File: src/rtl/chain_dma_pkg.sv
package chain_dma_pkg;

  localparam int REG_AW     = 3;
  localparam int BEAT_BYTES = 4;

  localparam logic [REG_AW-1:0] RA_CTRL = 3'd0;
  localparam logic [REG_AW-1:0] RA_AREA = 3'd1;
  localparam logic [REG_AW-1:0] RA_LINK = 3'd2;
  localparam logic [REG_AW-1:0] RA_BASE = 3'd3;
  localparam logic [REG_AW-1:0] RA_SIZE = 3'd4;

  localparam int LNK_CONT = 31;
  localparam int LNK_SIZE = 30;
  localparam int LNK_BASE = 29;

  localparam int DESC_WORDS = 3;

  typedef enum logic [2:0] {
    ST_IDLE,
    ST_CHECK,
    ST_STREAM,
    ST_FETCH,
    ST_COMMIT,
    ST_ERR
  } dmaState_e;

  typedef struct packed {
    logic start;
    logic listMode;
    logic capture;
    logic commit;
    logic beat;
  } dpStrobe_s;

endpackage

File: src/rtl/chain_dma_datapath.sv
module chain_dma_datapath
  import chain_dma_pkg::*;
#(
  parameter int WORD_W      = 32,
  parameter int OFF_W       = 16,
  parameter int BURST_BYTES = 16
) (
  input  logic              clk,
  input  logic              rstN,
  input  logic              regWrEn,
  input  logic [REG_AW-1:0] regAddr,
  input  logic [WORD_W-1:0] regWrData,
  input  dpStrobe_s         strobe,
  input  logic [WORD_W-1:0] memRdData,
  output logic              ctrlWr,
  output logic              ctrlEn,
  output logic              ctrlList,
  output logic [WORD_W-1:0] memRdAddr,
  output logic [WORD_W-1:0] bufAddr,
  output logic [WORD_W-1:0] bufRemain,
  output logic              alignBad,
  output logic              lastBuf,
  output logic              remZero,
  output logic              idxLast
);

  localparam int BURST_LG = $clog2(BURST_BYTES);
  localparam int IDX_W    = $clog2(DESC_WORDS);

  logic [WORD_W-1:0] cfgArea, cfgLink, cfgBase, cfgSize;
  logic [WORD_W-1:0] curLink, curAddr, curRem, curSize;
  logic [WORD_W-1:0] fWord [DESC_WORDS];
  logic [IDX_W-1:0]  idx;
  logic [WORD_W-1:0] take;

  assign ctrlWr   = regWrEn && (regAddr == RA_CTRL);
  assign ctrlEn   = regWrData[0];
  assign ctrlList = regWrData[1];

  always_ff @(posedge clk or negedge rstN) begin
    if (!rstN) begin
      cfgArea <= '0;
      cfgLink <= '0;
      cfgBase <= '0;
      cfgSize <= '0;
    end else if (regWrEn) begin
      case (regAddr)
        RA_AREA: cfgArea <= regWrData;
        RA_LINK: cfgLink <= regWrData;
        RA_BASE: cfgBase <= regWrData;
        RA_SIZE: cfgSize <= regWrData;
        default: ;
      endcase
    end
  end

  always_ff @(posedge clk or negedge rstN) begin
    if (!rstN) begin
      idx <= '0;
    end else if (strobe.start || strobe.commit) begin
      idx <= '0;
    end else if (strobe.capture) begin
      idx <= idx + 1'b1;
    end
  end

  for (genvar g = 0; g < DESC_WORDS; g++) begin : g_slot
    always_ff @(posedge clk or negedge rstN) begin
      if (!rstN) begin
        fWord[g] <= '0;
      end else if (strobe.capture && (idx == IDX_W'(g))) begin
        fWord[g] <= memRdData;
      end
    end
  end

  assign take = (curRem < WORD_W'(BEAT_BYTES)) ? curRem : WORD_W'(BEAT_BYTES);

  always_ff @(posedge clk or negedge rstN) begin
    if (!rstN) begin
      curLink <= '0;
      curAddr <= '0;
      curRem  <= '0;
      curSize <= '0;
    end else if (strobe.start) begin
      curLink <= strobe.listMode ? cfgLink : '0;
      curAddr <= cfgBase;
      curRem  <= cfgSize;
      curSize <= cfgSize;
    end else if (strobe.commit) begin
      curLink <= fWord[0];
      if (fWord[0][LNK_BASE]) curAddr <= fWord[1];
      if (fWord[0][LNK_SIZE]) begin
        curRem  <= fWord[2];
        curSize <= fWord[2];
      end else begin
        curRem  <= curSize;
      end
    end else if (strobe.beat) begin
      curAddr <= curAddr + WORD_W'(BEAT_BYTES);
      curRem  <= curRem - take;
    end
  end

  assign memRdAddr = cfgArea + WORD_W'(curLink[OFF_W-1:0]) + (WORD_W'(idx) << 2);
  assign bufAddr   = curAddr;
  assign bufRemain = curRem;
  assign lastBuf   = !curLink[LNK_CONT];
  assign remZero   = (curRem == '0);
  assign idxLast   = (idx == IDX_W'(DESC_WORDS - 1));
  assign alignBad  = (|curAddr[1:0]) || (curLink[LNK_CONT] && (|curRem[BURST_LG-1:0]));

endmodule

File: src/rtl/chain_dma_control.sv
module chain_dma_control
  import chain_dma_pkg::*;
(
  input  logic      clk,
  input  logic      rstN,
  input  logic      ctrlWr,
  input  logic      ctrlEn,
  input  logic      ctrlList,
  input  logic      memRdValid,
  input  logic      beatAck,
  input  logic      alignBad,
  input  logic      lastBuf,
  input  logic      remZero,
  input  logic      idxLast,
  output dpStrobe_s strobe,
  output logic      memRdReq,
  output logic      bufValid,
  output logic      busy,
  output logic      done,
  output logic      errFlag
);

  dmaState_e state, stateNxt;
  logic      doneNxt;
  logic      stop;

  assign stop = ctrlWr && !ctrlEn;

  always_comb begin
    stateNxt = state;
    doneNxt  = 1'b0;
    strobe   = '0;
    strobe.listMode = ctrlList;
    case (state)
      ST_IDLE: begin
        if (ctrlWr && ctrlEn) begin
          strobe.start = 1'b1;
          stateNxt     = ST_CHECK;
        end
      end
      ST_CHECK: begin
        if (alignBad) begin
          stateNxt = ST_ERR;
        end else if (remZero) begin
          if (lastBuf) begin
            stateNxt = ST_IDLE;
            doneNxt  = 1'b1;
          end else begin
            stateNxt = ST_FETCH;
          end
        end else begin
          stateNxt = ST_STREAM;
        end
      end
      ST_STREAM: begin
        if (remZero) begin
          if (lastBuf) begin
            stateNxt = ST_IDLE;
            doneNxt  = 1'b1;
          end else begin
            stateNxt = ST_FETCH;
          end
        end else begin
          strobe.beat = beatAck;
        end
      end
      ST_FETCH: begin
        if (memRdValid) begin
          strobe.capture = 1'b1;
          if (idxLast) stateNxt = ST_COMMIT;
        end
      end
      ST_COMMIT: begin
        strobe.commit = 1'b1;
        stateNxt      = ST_CHECK;
      end
      ST_ERR: ;
      default: stateNxt = ST_IDLE;
    endcase
    if (stop) begin
      stateNxt = ST_IDLE;
      doneNxt  = 1'b0;
      strobe   = '0;
    end
  end

  always_ff @(posedge clk or negedge rstN) begin
    if (!rstN) begin
      state <= ST_IDLE;
      done  <= 1'b0;
    end else begin
      state <= stateNxt;
      done  <= doneNxt;
    end
  end

  assign memRdReq = (state == ST_FETCH);
  assign bufValid = (state == ST_STREAM) && !remZero;
  assign errFlag  = (state == ST_ERR);
  assign busy     = (state != ST_IDLE) && (state != ST_ERR);

endmodule

File: src/rtl/chain_dma.sv
module chain_dma
  import chain_dma_pkg::*;
#(
  parameter int WORD_W      = 32,
  parameter int OFF_W       = 16,
  parameter int BURST_BYTES = 16
) (
  input  logic              clk,
  input  logic              rstN,
  input  logic              regWrEn,
  input  logic [REG_AW-1:0] regAddr,
  input  logic [WORD_W-1:0] regWrData,
  output logic              memRdReq,
  output logic [WORD_W-1:0] memRdAddr,
  input  logic              memRdValid,
  input  logic [WORD_W-1:0] memRdData,
  output logic              bufValid,
  output logic [WORD_W-1:0] bufAddr,
  output logic [WORD_W-1:0] bufRemain,
  input  logic              beatAck,
  output logic              busy,
  output logic              done,
  output logic              errFlag
);

  dpStrobe_s strobe;
  logic ctrlWr, ctrlEn, ctrlList, alignBad, lastBuf, remZero, idxLast;

  chain_dma_datapath #(
    .WORD_W(WORD_W), .OFF_W(OFF_W), .BURST_BYTES(BURST_BYTES)
  ) u_dp (
    .clk(clk), .rstN(rstN), .regWrEn(regWrEn), .regAddr(regAddr),
    .regWrData(regWrData), .strobe(strobe), .memRdData(memRdData),
    .ctrlWr(ctrlWr), .ctrlEn(ctrlEn), .ctrlList(ctrlList),
    .memRdAddr(memRdAddr), .bufAddr(bufAddr), .bufRemain(bufRemain),
    .alignBad(alignBad), .lastBuf(lastBuf), .remZero(remZero),
    .idxLast(idxLast)
  );

  chain_dma_control u_ctl (
    .clk(clk), .rstN(rstN), .ctrlWr(ctrlWr), .ctrlEn(ctrlEn),
    .ctrlList(ctrlList), .memRdValid(memRdValid), .beatAck(beatAck),
    .alignBad(alignBad), .lastBuf(lastBuf), .remZero(remZero),
    .idxLast(idxLast), .strobe(strobe), .memRdReq(memRdReq),
    .bufValid(bufValid), .busy(busy), .done(done), .errFlag(errFlag)
  );

endmodule

File: config.mk
export PLATFORM = sky130hd
export DESIGN_NAME = chain_dma
export DESIGN_NICKNAME = d
export VERILOG_FILES = /design/src/rtl/chain_dma_pkg.sv /design/src/rtl/chain_dma_datapath.sv /design/src/rtl/chain_dma_control.sv /design/src/rtl/chain_dma.sv
export SDC_FILE = /design/constraint.sdc
export NUM_CORES = 1
export LEC_CHECK = 0
export ABC_AREA = 1
export BUFFER_PORTS_ARGS = -buffer_cell sky130_fd_sc_hd__buf_4
export CORE_UTILIZATION = 25
export CTS_BUF_LIST = sky130_fd_sc_hd__clkbuf_4
export DETAILED_ROUTE_END_ITERATION = 8
export PLACE_DENSITY = 0.47
export REMOVE_ABC_BUFFERS = 1
export SLEW_MARGIN = 0
export SYNTH_ARGS = -nofsm -noshare
export SYNTH_HDL_FRONTEND = slang
export SYNTH_SLANG_ARGS = --single-unit
File: constraint.sdc
create_clock -name clk -period 3.6 [get_ports clk]
set_input_delay 0.72 -clock clk [delete_from_list [all_inputs] [get_ports clk]]
set_output_delay 0.72 -clock clk [all_outputs]
set_load 0.02 [all_outputs]
**Yosys cells after proc, flatten, opt, wreduce, memory -nomap -nowiden**

Cells that the tools add are included.

- Bits in registers: 358
- Bits of input ports: 72
- Output and inout bits: 101

- Add/subtract/negate cells: 5
- $lt $le $gt $ge: 1
- Equal/unequal tests: 18
- Mux-type cells: 38
- Reduce and logical (&&, ||, !) cells: 29

Operators with widths:

| operator | number |
|---|---|
| $mux W32 | 14 |
| $add A32 B16 Y32 | 1 |
| $add A32 B3 Y32 const B | 1 |
| $add A32 B4 Y32 | 1 |
| $logic_not A32 Y1 | 1 |
| $lt A32 B3 Y1 const B | 1 |
| $sub A32 B32 Y32 | 1 |
| $mux W3 | 6 |
| $pmux W3 S6 | 1 |
| $eq A3 B2 Y1 const B | 4 |
| $ne A3 B1 Y1 const B | 4 |
| $mux W1 | 11 |
| $reduce_and A2 Y1 | 5 |
| $eq A3 B3 Y1 const B | 3 |
| $logic_and A1 B1 Y1 | 9 |
| $mux W2 | 4 |
| $eq A3 B1 Y1 const B | 2 |
| $logic_not A3 Y1 | 2 |
| $reduce_bool A3 Y1 | 2 |
| $mux W5 | 1 |
| $reduce_and A5 Y1 | 1 |
| $reduce_bool A2 Y1 | 2 |
| $reduce_or A4 Y1 | 1 |
| $ne A3 B2 Y1 const B | 1 |
| 10 further kinds | 12 |

**Longest topological paths before layout**

Gate-level depths: netlist (run 1).

- Word-level depth: 9
- Depth in mapped cells: 16
- Depth with buffers taken out: 16

**Modules after synthesis**

From an unflattened synthesis (run 1), not the netlist that was laid out.

- Cell total of the unflattened synthesis: 1946
- Area, all modules: 15885.2 sq um

By module, submodules not included:

| module | times used | cells each | area each (sq um) | sequential area each (sq um) |
|---|---|---|---|---|
| chain_dma_datapath | 1 | 1876 | 15482.3 | 7782.5 |
| chain_dma_control | 1 | 70 | 402.9 | 100.1 |

**Worst setup path before layout (run 1)**

Ideal clock, no wire load.

- Kind: register -> output
- From: reg u_dp.idx[0]
- To: out memRdAddr[13]
- Arrival: 2.648 ns
- Required time: 2.880 ns
- Setup slack: 0.232 ns
- Stages on the path, launching flop included: 12
- Buffers on the path: 0
- Cell sequence: dfrtp_1 -> fa_1 -> fa_1 -> nand3_1 -> nand2_1 -> a21boi_1 -> o21ai_0 -> inv_1 -> nor2_1 -> nor2_1 -> o21ai_0 -> xor2_1

- Longest elaborated chain between the ends: 1

RTL lines:

| element | RTL line | text |
|---|---|---|
| start: declaration | chain_dma_datapath.sv:33 | `logic [IDX_W-1:0] idx;` |
| start signal: assignment | chain_dma_datapath.sv:63 | `idx <= idx + 1'b1;` |
| $add A32 B4 Y32 | chain_dma_datapath.sv:105 | `assign memRdAddr = cfgArea + WORD_W'(curLink[OFF_W-1:0]) + (WORD_W'(idx) << 2);` |
| end: declaration | chain_dma.sv:14 | `output logic [WORD_W-1:0] memRdAddr,` |

Every way passes these cells.

**Worst setup path in the final report (run 1)**

- From: reg u_dp.idx[1]
- To: out memRdAddr[30]

Same word-level chain as after synthesis.

==> summary.md, run 1 <==
| Metric | Value |
|---|---|
| Final core utilization | 31.87% |
| Top cell type's share of synthesized area | 48.35% |
| Via-to-Cell Ratio | 4.769 |
| Via count | 15000 |
| CTS tree | built |
| Register area | 0.007884 mm² |
| Top cell family by delay on the critical path | adder cells |
| Area of the multi-input gates | 0.007694 mm² |
| IO Port Bufs | 172 |
| Wire per inst | 19.43 µm |
| H-Tree Level Count | 3 |
| Leakage power | 9.573 nW |
| Yosys warns | 0 |
| Ys async rst share | 100.0% |
| CP Max Fanout | 5 |
| Crit Path Category | register to output pin |
| Layout fillers | 6923 |
| Initial DRC Count | 1119 |
| Vias in the first global route | 15120 |
| Grt ovf | 0 |
| Fin. Hold Viols | 0 |
| Layout cells sized above 1 | 22.07% |
| Worst hold endpoint | u_dp.fWord[24] |
| Clock-pin slew on the worst setup and hold paths | 0.06 ns |
| Max-cap violations | 0 |
| Yosys reg bits | 315 |
| Core area | 0.06446 mm² |
| R2r endpoint | u_dp.bufAddr[10] |
| Setup Viol. Count Final | 25 |
| Pre-Repair DR Iteration Count | 6 |
| Clock Skew | 0.04701 ns |
| Hold Path Cell Cnt | 3 |
| Most frequent cells in the layout | nand2_1, dfrtp_1, o21ai_0, inv_1, buf_4 |
| Crit. End Element | output pin |
| Shortest period the worst path allows | 4.134 ns |
| Dpl hpwl | 42770 µm |
| DP Worst Slack | -0.1057 ns |
| FF-to-FF Start | u_ctl.state[0] |
| Chip width | 257.4 µm |
| Post-route ant nets | 0 |
| Worst Path Required | 2.88 ns |
| Initial Utilization | 25.29% |
| Most common cell after layout, fill and taps aside | nand2_1 |
| Failing checks | setup timing |
| Final std cells w/o fill | 3145 |
| # IOs | 173 |
| Total CTS buffers | 88 |
| Clock latency on the worst-skew pair | 0.82 ns |
| CP arrival | 3.41 ns |
| Hold Startpoint | memRdData[24] |
| Placer Congestion | 0.9220 |
| Relative slew margins | 34.94% |
| Fmax | 241.9 MHz |
| Synth Area per Inst | 8.230 µm² |
| Post-Route WL | 61110 µm |
| Bufs on Longest Clock Path | 3 |
| Initial antenna violation count | 1 |
| Cells after synthesis | 1981 |
| Status | complete, but fails checks |
| Maximum vdd drop | 0.0002943 V |
| Cell Rows | 93 |
| CP max stage delay | 0.59 ns |
| Biggest area consumer among synthesized cells | dfrtp_1 |
| Unique masters post-synth | 62 |
| Clock Sinks | 315 |
| Mapped Area | 0.01630 mm² |
| Period utilisation layout | 114.8% |
| Largest net degree at the start of global routing | 84 |
| Critical-path top delay cell | fa_1 |
| Gr usage total | 18.50% |
| Tightest Hold Check Type | primary input to register |
| Buf/Inv on CP | 3 |
| Placed insts | 2977 |
| Number of flops mapped to enable cells by yosys | 0 |
| Most frequently used flop master after synthesis | dfrtp_1 |
| Global-route wire length before repair | 93250 µm |
| Critical Path, Cell by Cell | fa_1, ha_4, a21oi_2, nand2_2, a21oi_4, buf_6, o21ai_4, a21o_4, buf_6, nand4_1, xor2_1, buf_4 |
| RSZ-0062 raised after global routing | true |
| Crit start category | register |
| Most frequent cell on the critical path | buf_6 |
| Root buf cell | clkbuf_4 |
| Ranking of synthesized cells by area | dfrtp_1, nand2_1, o21ai_0 |
| Reg2Reg Depth | 12 |
| Max-slew violations | 0 |
| Chip Height | 257.4 µm |
| Synth-to-Final Area Change | 26.01% |
| Number of remaining DRC errors | 0 |
| Hold WS | 0.2257 ns |
| Final layout net count | 2327 |
| Worst slew pin tran | 0.9759 ns |
| Power density cells | 816.3 mW/mm² |
| Die area | 0.06624 mm² |
| Reg2Reg Setup Slack | 0.88 ns |
| Register area share after synthesis | 48.35% |
| Setup ws final | -0.5344 ns |
## cell usage after synthesis (all sizes together) (2+ instances only)
library cell / count
xor2: 35
nand4: 20
nor2: 152
nand3b: 2
nand3: 88
o211ai: 8
inv: 212
nor4: 15
o21a: 2
o221ai: 2
o21bai: 24
o31ai: 3
a22o: 8
o22ai: 15
a32o: 26
xnor2: 10
buf: 28
or2: 14
a21boi: 2
o21ai: 314
dfrtp: 315
a31oi: 16
a21oi: 66
nand2: 457
a22oi: 9
nor3: 27
o2111ai: 2
ha: 35
clkbuf: 62
fa: 3
## power by group
| group | leakage (nW) | total, mW | switching, mW | internal (mW) |
|---|---|---|---|---|
| combinational | 4.96 | 7.87 | 4.67 | 3.20 |
| clock | 0.656 | 3.26 | 1.63 | 1.63 |
| sequential | 3.96 | 5.63 | 0.979 | 4.66 |
| total | 9.57 | 16.8 | 7.28 | 9.49 |
## cell families (layout without fill, tap and decap cells)
group | after synthesis | count (layout) | synth area share (%)
other | 1 | 7 | 0.02300
AND/OR/NAND/NOR | 777 | 777 | 20.61
AO/OA/AOI/OAI | 502 | 502 | 18.07
flip-flops | 315 | 315 | 48.35
buffers and inverters | 303 | 606 | 7.483
XOR/XNOR | 45 | 45 | 2.417
adder cells (fa/ha/maj) | 38 | 38 | 3.055
## worst max-delay path by stage
stage	start	end	slack, ns	cells after the start
floorplan	regAddr[2]	u_dp.bufAddr[17]	-0.70	13
global placement	u_dp.idx[0]	memRdAddr[15]	-0.04	15
detailed placement	u_dp.idx[0]	memRdAddr[30]	-0.11	12
CTS	u_dp.cfgArea[3]	memRdAddr[30]	-0.64	12
global route	u_dp.idx[1]	memRdAddr[30]	-0.67	12
finish	u_dp.idx[1]	memRdAddr[30]	-0.53	12
## what timing repair did
item,CTS,global route
endpoints found under the hold margin,78,0
pin swaps,23,16
gates resized for setup,68,42
hold buffers,1,0
setup buffers,4,7
setup endpoints to repair,27,26
## worst register-to-register path, cell delays in order (launching register included)
cell	delay [ns]
dfrtp_1	0.41
inv_2	0.08
nand2_2	0.10
nor2_2	0.19
nand3_2	0.13
nand2_2	0.28
inv_2	0.25
nand2_4	0.28
inv_6	0.07
nor2_8	0.33
buf_12	0.26
nand2_1	0.08
a31oi_1	0.18
## layer usage
layer / global-route usage [%] / vias to the layer above / wire, µm
li1: - / 7126 / -
met1: 25.22 / 7281 / 28180
met2: 29.40 / 487 / 27830
met3: 3.113 / 103 / 3469
met4: 6.575 / 0 / 1632
met5: 0 / - / 0
## state kept, by name (all words and copies together), names as in the netlist
register / flops
u_ctl.done: 1
u_dp.cfgArea: 32
u_dp.fWord: 83
u_dp.cfgSize: 32
u_dp.cfgLink: 17
u_dp.bufRemain: 32
u_ctl.state: 3
u_dp.cfgBase: 32
u_dp.idx: 2
u_dp.curSize: 32
u_dp.bufAddr: 32
u_dp.curLink: 17
## metrics by stage
stage,power [mW],TNS (ns),area [µm²]
after floorplan,9.444,-28.76,15890
after global placement,12.56,-0.1280,18840
after detailed placement,12.65,-0.4143,18840
after CTS,16.57,-13.15,20270
after global routing,18.02,-13.79,20540
final,16.77,-10.33,20540
## cell type report
| type | instances | area share, % |
|---|---|---|
| Antenna cell | 6 | 0.07309 |
| Clock buffer | 128 | 4.677 |
| Clock inverter | 29 | 0.5969 |
| Inverter | 213 | 3.916 |
| Multi-Input combinational cell | 1363 | 37.45 |
| Sequential cell | 315 | 38.38 |
| Tap cell | 855 | 5.207 |
| Timing Repair Buffer | 236 | 9.702 |
Power figures use the tool's default switching activity.
==> run 2: changes to the inputs <==
--- a/config.mk
+++ b/config.mk
@@ -10,7 +10,7 @@
 export CORE_UTILIZATION = 25
 export CTS_BUF_LIST = sky130_fd_sc_hd__clkbuf_4
 export DETAILED_ROUTE_END_ITERATION = 8
-export PLACE_DENSITY = 0.47
+export PLACE_DENSITY = 0.48
 export REMOVE_ABC_BUFFERS = 1
 export SLEW_MARGIN = 0
 export SYNTH_ARGS = -nofsm -noshare
==> constraint.sdc (replaced) <==
create_clock -name clk -period 3.8 [get_ports clk]
set_input_delay 0.76 -clock clk [delete_from_list [all_inputs] [get_ports clk]]
set_output_delay 0.76 -clock clk [all_outputs]
set_load 0.02 [all_outputs]
==> run 2 against run 1 <==
- the run still ends with setup timing left
- non-clock buffer count shrank 4
- sequential share of layout area grew 0.35 points
- sequential power shrank 4.8%
- largest cell class unchanged
- highest routed layer is now met5
==> summary.md, run 2 (same netlist as run 1, synthesis figures left out) <==
| Metric | Value |
|---|---|
| Placed standard-cell area | 0.01871 mm² (-0.70%) |
| Dpl hpwl | 43180 µm (+0.95%) |
| Bufs on Longest Clock Path | 3 (unchanged) |
| Most frequent cells in the layout | nand2_1, dfrtp_1, o21ai_0, buf_4, inv_1 |
| Gr busiest metal | met2 |
| Switch Pwr | 6.807 mW (-6.5%) |
| Final core utilization | 31.58% (-0.29 points) |
| Gr usage total | 18.43% (-0.070 points) |
| Initial antenna violation count | 5 (+4) |
| Final layout net count | 2326 (-0.043%) |
| Shortest period the worst path allows | 4.180 ns |
| Combinational power share | 45.3% (-1.6 points) |
| Final std cells w/o fill | 3132 (-0.41%) |
| CP arrival | 3.42 ns (about the same) |
| Status | complete, but fails checks |
| Chip width | 257.4 µm (unchanged) |
| RSZ-0062 raised after global routing | true |
| Crit Path Category | register to output pin |
| Largest net degree at the start of global routing | 88 (+4.8%) |
| Clock latency on the worst-skew pair | 0.82 ns (about the same) |
| Wire per inst | 19.48 µm (+0.28%) |
| Clock Sinks | 315 (unchanged) |
| Total CTS buffers | 91 (+3.4%) |
| IO Port Bufs | 172 (unchanged) |
| Max reg flops | 83 (unchanged) |
| Layout cells sized above 1 | 21.31% (-0.76 points) |
| Power density cells | 775.3 mW/mm² (-5.0%) |
| Placer Congestion | 0.9026 (-2.1%) |
| Max-cap violations | 0 (unchanged) |
| Max-slew violations | 0 (unchanged) |
| Root buf cell | clkbuf_4 |
| Tightest Hold Check Type | primary input to register |
| Worst slew pin tran | 0.9023 ns (-0.07363 ns) |
| Maximum vdd drop | 0.0002519 V (-14%) |
| Leakage power | 9.530 nW (-0.45%) |
| Failing checks | setup timing |
| Post-route ant nets | 0 (unchanged) |
| Number of remaining DRC errors | 0 (unchanged) |
| Clock-pin slew on the worst setup and hold paths | 0.06 ns (about the same) |
| Relative slew margins | 39.85% (+4.9 points) |
| Clock Skew | 0.07223 ns (+0.02522 ns) |
| Cell Rows | 93 (unchanged) |
| Via count | 14650 (-2.3%) |
| Initial Utilization | 25.29% (unchanged) |
| H-Tree Level Count | 3 (unchanged) |
| Initial DRC Count | 965 (-14%) |
| Final Cell Area | 0.02036 mm² (-0.91%) |
| Via-to-Cell Ratio | 4.678 (-1.9%) |
| Grt ovf | 0 (unchanged) |
| Setup TNS | -6.853 ns (+3.478 ns) |
| Post-Route WL | 61030 µm (-0.14%) |
| Biggest register | u_dp.fWord |
| Pre-Repair DR Iteration Count | 5 (-1) |
| CP Max Fanout | 6 (+1) |
| Chip Height | 257.4 µm (unchanged) |
| Crit. End Element | output pin |
| Internal power | 8.976 mW (-5.4%) |
| Fmax | 239.2 MHz |
| Most common cell after layout, fill and taps aside | nand2_1 |
| Met1 Usage GRT | 25.04% (-0.17 points) |
| Synth-to-Final Area Change | 24.87% |
| Clk pwr share | 20.8% (+1.3 points) |
| Die area | 0.06624 mm² (unchanged) |
| Switching Share | 43.13% (-0.29 points) |
| Grt met3 use | 3.704% (+0.59 points) |
| Placed insts | 2966 (-0.37%) |
| Sequential share of power | 33.9% (+0.3 points) |
| Vias in the first global route | 14940 (-1.2%) |
| # IOs | 173 (unchanged) |
| Core area | 0.06446 mm² (unchanged) |
| Worst Path Required | 3.04 ns (+0.16 ns) |
| Fin. Hold Viols | 0 (unchanged) |
| Period utilisation layout | 110.0% |
| DP Worst Slack | 0.03797 ns (+0.1436 ns) |
| Setup ws final | -0.3799 ns (+0.1545 ns) |
| Global-route wire length before repair | 92720 µm (-0.57%) |
| Setup Viol. Count Final | 23 (-8.0%) |
| Met2 usage in global routing | 28.47% (-0.93 points) |
| CTS tree | built |
| Crit start category | register |
## run 2: cell count changes in the layout (fill, tap and decap cells not counted), sizes merged
cell and change:
clkinv -4, bufinv +3, diode -5, clkbuf -1
inv -2, buf -4
## run 2: worst paths after layout
path,start,to,slack (ns),depth (start not counted)
min in group asynchronous,rstN,u_dp.cfgArea[17],0.55,2
max in group asynchronous,rstN,u_dp.curSize[5],2.27,3
min,memRdData[16],u_dp.fWord[16],0.26,3
max reg2reg,u_dp.bufRemain[11],u_dp.bufAddr[11],1.22,13
min reg2reg,u_dp.fWord[76],u_dp.fWord[76],0.48,2
max,u_dp.curLink[3],memRdAddr[25],-0.38,14
## run 2: critical path, stage by stage, from the launching register on
cell,delay (ns)
dfrtp_1,0.41
fa_1,0.43
ha_1,0.36
a21oi_2,0.17
nand2_2,0.08
a21boi_2,0.18
o21ai_2,0.10
buf_4,0.15
nand3_2,0.06
nand3_2,0.06
buf_6,0.14
buf_4,0.13
nand3_2,0.07
xnor2_2,0.11
buf_4,0.16
## run 2: power groups by stage
stage / sequential (mW) / combinational [mW] / clock, mW
after floorplan: 5.41 / 3.54 / 0
after global placement: 5.36 / 6.40 / 0
after detailed placement: 5.39 / 6.44 / 0
after CTS: 5.34 / 7.00 / 3.37
after global routing: 5.50 / 7.85 / 3.56
final: 5.36 / 7.15 / 3.28
## run 2: per-layer routing
layer / routed length [µm] / up-vias
met5: 7 / -
met4: 1566 / 2
met2: 27680 / 412
met1: 28360 / 7057
li1: - / 7099
met3: 3415 / 82
## run 2: through the flow
step | hold slack (ns) | total power, mW
2_1_floorplan | 0.4457 | 8.946
3_3_place_gp | 0.4631 | 11.76
3_5_place_dp | 0.4684 | 11.83
4_1_cts | 0.1951 | 15.71
5_1_grt | 0.2342 | 16.91
6_report | 0.2633 | 15.78
## run 2: area by class of cell
| cell class | instances | area (µm²) |
|---|---|---|
| tap | 855 | 1070 |
| fill | 6901 | 44110 |
| clock buffer | 127 | 953.4 |
| antenna | 1 | 2.502 |
| timing repair buffer | 232 | 1894 |
| clock inverter | 26 | 187.7 |
| inverter | 213 | 804.5 |
| multi-input combinational | 1363 | 7561 |
| sequential | 315 | 7884 |
## run 2: timing repair
item / 4_1_cts / 5_1_grt
endpoints found under the hold margin: 62 / 0
cloned: 0 / 0
endpoints found under the setup margin: 26 / 26
hold buffers: 1 / 0
resized for setup: 57 / 31
pin swaps: 21 / 19
buffers inserted: 9 / 6
==> run 3: changes to the inputs <==
--- a/config.mk
+++ b/config.mk
@@ -12,6 +12,7 @@
 export DETAILED_ROUTE_END_ITERATION = 8
 export PLACE_DENSITY = 0.48
 export REMOVE_ABC_BUFFERS = 1
+export SETUP_SLACK_MARGIN = 0.5
 export SLEW_MARGIN = 0
 export SYNTH_ARGS = -nofsm -noshare
 export SYNTH_HDL_FRONTEND = slang
==> constraint.sdc (replaced) <==
create_clock -name clk -period 3.75 [get_ports clk]
set_input_delay 0.75 -clock clk [delete_from_list [all_inputs] [get_ports clk]]
set_output_delay 0.75 -clock clk [all_outputs]
set_load 0.02 [all_outputs]
==> run 3 against run 2 <==
- the flow still finishes with violations (setup timing)
- routed wire length shrank 0.22%
- highest routed layer unchanged
- final cell count grew 0.32%
- sequential share of layout area shrank 0.51 points
- power grew 3.5%
- worst hold slack gained 0.0017 ns
- non-clock buffer count grew 11
- global-route usage shrank 0.086 points
- critical path type unchanged
- combinational power grew 5.3%
- critical endpoint is now memRdAddr[30]
- first-iteration DRC count grew 2.5%
==> summary.md, run 3 (same netlist as run 1, synthesis figures left out) <==
| Metric | Value |
|---|---|
| Core area | 0.06446 mm² (unchanged) |
| Biggest register | u_dp.fWord |
| Wire per inst | 19.38 µm (-0.54%) |
| Final total power | 16.33 mW (+3.5%) |
| Period utilisation layout | 110.8% |
| Cell Rows | 93 (unchanged) |
| Fin. Hold Viols | 0 (unchanged) |
| Largest net degree at the start of global routing | 87 (-1.1%) |
| IO Port Bufs | 172 (unchanged) |
| CP Max Fanout | 5 (-1) |
| Gr usage total | 18.34% (-0.086 points) |
| Fmax | 240.7 MHz |
| Final layout net count | 2335 (+0.39%) |
| CTS tree | built |
| Synth-to-Final Area Change | 26.58% |
| Initial Utilization | 25.29% (unchanged) |
| Grt ovf | 0 (unchanged) |
| Worst Path Required | 3.00 ns (-0.04 ns) |
| Clock Sinks | 315 (unchanged) |
| Crit start category | register |
| Final Cell Area | 0.02064 mm² (+1.4%) |
| Failing checks | setup timing |
| Leakage power | 9.643 nW (+1.2%) |
| Post-Route WL | 60890 µm (-0.22%) |
| Max-cap violations | 0 (unchanged) |
| Post-route ant nets | 0 (unchanged) |
| Setup Viol. Count Final | 25 (+8.7%) |
| Setup TNS | -6.808 ns (+0.04476 ns) |
| Number of remaining DRC errors | 0 (unchanged) |
| Layout fillers | 6925 (+0.35%) |
| Placed standard-cell area | 0.01877 mm² (+0.32%) |
| Initial DRC Count | 989 (+2.5%) |
| Tightest Hold Check Type | primary input to register |
| CP arrival | 3.41 ns (about the same) |
| Shortest period the worst path allows | 4.155 ns |
| Pre-Repair DR Iteration Count | 6 (+1) |
| H-Tree Level Count | 3 (unchanged) |
| Dpl hpwl | 43530 µm (+0.81%) |
| Most frequent cells in the layout | nand2_1, dfrtp_1, o21ai_0, buf_4, inv_1 |
| Maximum vdd drop | 0.0003147 V (+25%) |
| Initial antenna violation count | 5 (unchanged) |
| Reg2Reg Setup Slack | 1.13 ns (-0.09 ns) |
| Layout cells sized above 1 | 22.67% (+1.4 points) |
| Max-slew violations | 0 (unchanged) |
| Crit Path Category | register to output pin |
| Root buf cell | clkbuf_4 |
| Bufs on Longest Clock Path | 3 (unchanged) |
| RSZ-0062 raised after global routing | true |
| Crit. End Element | output pin |
| Placed insts | 2974 (+0.27%) |
| Relative slew margins | 43.32% (+3.5 points) |
| Global-route wire length before repair | 92160 µm (-0.60%) |
| Clock latency on the worst-skew pair | 0.83 ns (about the same) |
| Final core utilization | 32.01% (+0.43 points) |
| Chip Height | 257.4 µm (unchanged) |
| Setup ws final | -0.4053 ns (-0.02547 ns) |
| Total CTS buffers | 89 (-2.2%) |
| Power density cells | 791.5 mW/mm² (+2.1%) |
| Chip width | 257.4 µm (unchanged) |
| Die area | 0.06624 mm² (unchanged) |
| DP Worst Slack | 0.01480 ns (-0.02317 ns) |
| Via-to-Cell Ratio | 4.725 (+1.0%) |
| Via count | 14850 (+1.3%) |
| Final std cells w/o fill | 3142 (+0.32%) |
| Clock-pin slew on the worst setup and hold paths | 0.06 ns (about the same) |
| Worst slew pin tran | 0.8503 ns (-0.05198 ns) |
| Hold WS | 0.2650 ns (+0.001730 ns) |
| Status | complete, but fails checks |
| Placer Congestion | 0.8968 (-0.64%) |
| Vias in the first global route | 14950 (+0.040%) |
| # IOs | 173 (unchanged) |
| Most common cell after layout, fill and taps aside | nand2_1 |
| Max reg flops | 83 (unchanged) |
| Clock Skew | 0.07471 ns (+0.002474 ns) |
-- run 3: cell type report --
| class | count | area [µm²] | area share [%] |
|---|---|---|---|
| Clock inverter | 19 | 162.7 | 0.7882 |
| Inverter | 213 | 804.5 | 3.899 |
| Antenna cell | 2 | 5.005 | 0.02425 |
| Multi-Input combinational cell | 1363 | 7705 | 37.34 |
| Sequential cell | 315 | 7888 | 38.22 |
| Timing Repair Buffer | 243 | 2011 | 9.744 |
| Tap cell | 855 | 1070 | 5.184 |
| Clock buffer | 132 | 991.0 | 4.802 |
-- run 3: worst paths after layout --
check                              startpoint            endpoint  depth (start not counted)
min reg2reg                    u_dp.fWord[73]      u_dp.fWord[73]                          2
min in group asynchronous                rstN  u_dp.bufRemain[24]                          2
max in group asynchronous                rstN    u_dp.bufAddr[29]                          3
min                             memRdData[21]      u_dp.fWord[21]                          3
max                               u_dp.idx[1]       memRdAddr[30]                         12
max reg2reg                u_dp.bufRemain[16]    u_dp.bufAddr[29]                         14
-- run 3: critical path: stages, from the launching register on --
cell,delay [ns]
dfrtp_1,0.40
fa_1,0.60
ha_4,0.24
a21oi_2,0.14
nand2_2,0.08
a21oi_4,0.16
buf_6,0.13
o21ai_4,0.07
a21o_4,0.25
buf_6,0.15
nand4_1,0.08
xor2_1,0.16
buf_4,0.16
-- run 3: repair_timing --
action                                  in CTS  in global routing
endpoints found under the setup margin      30                 31
hold buffers                                 1                  0
gates resized for setup                     75                 43
pin swaps                                   23                 22
hold endpoints to repair                    72                  0
setup buffers                                8                  6
-- run 3: report_power, final --
group          switching, mW  internal [mW]  leakage, nW
logic                   4.44           3.09         5.01
clock network           1.54           1.80        0.677
registers              0.986           4.47         3.96
-- run 3: metal layers --
metal  track usage [%]  wire [µm]  vias up
met4             7.314       1862        6
met5                 0         34        -
met1             25.22      28520     7172
li1                  -          -     7101
met2             28.27      27100      457
met3             3.428       3375      111
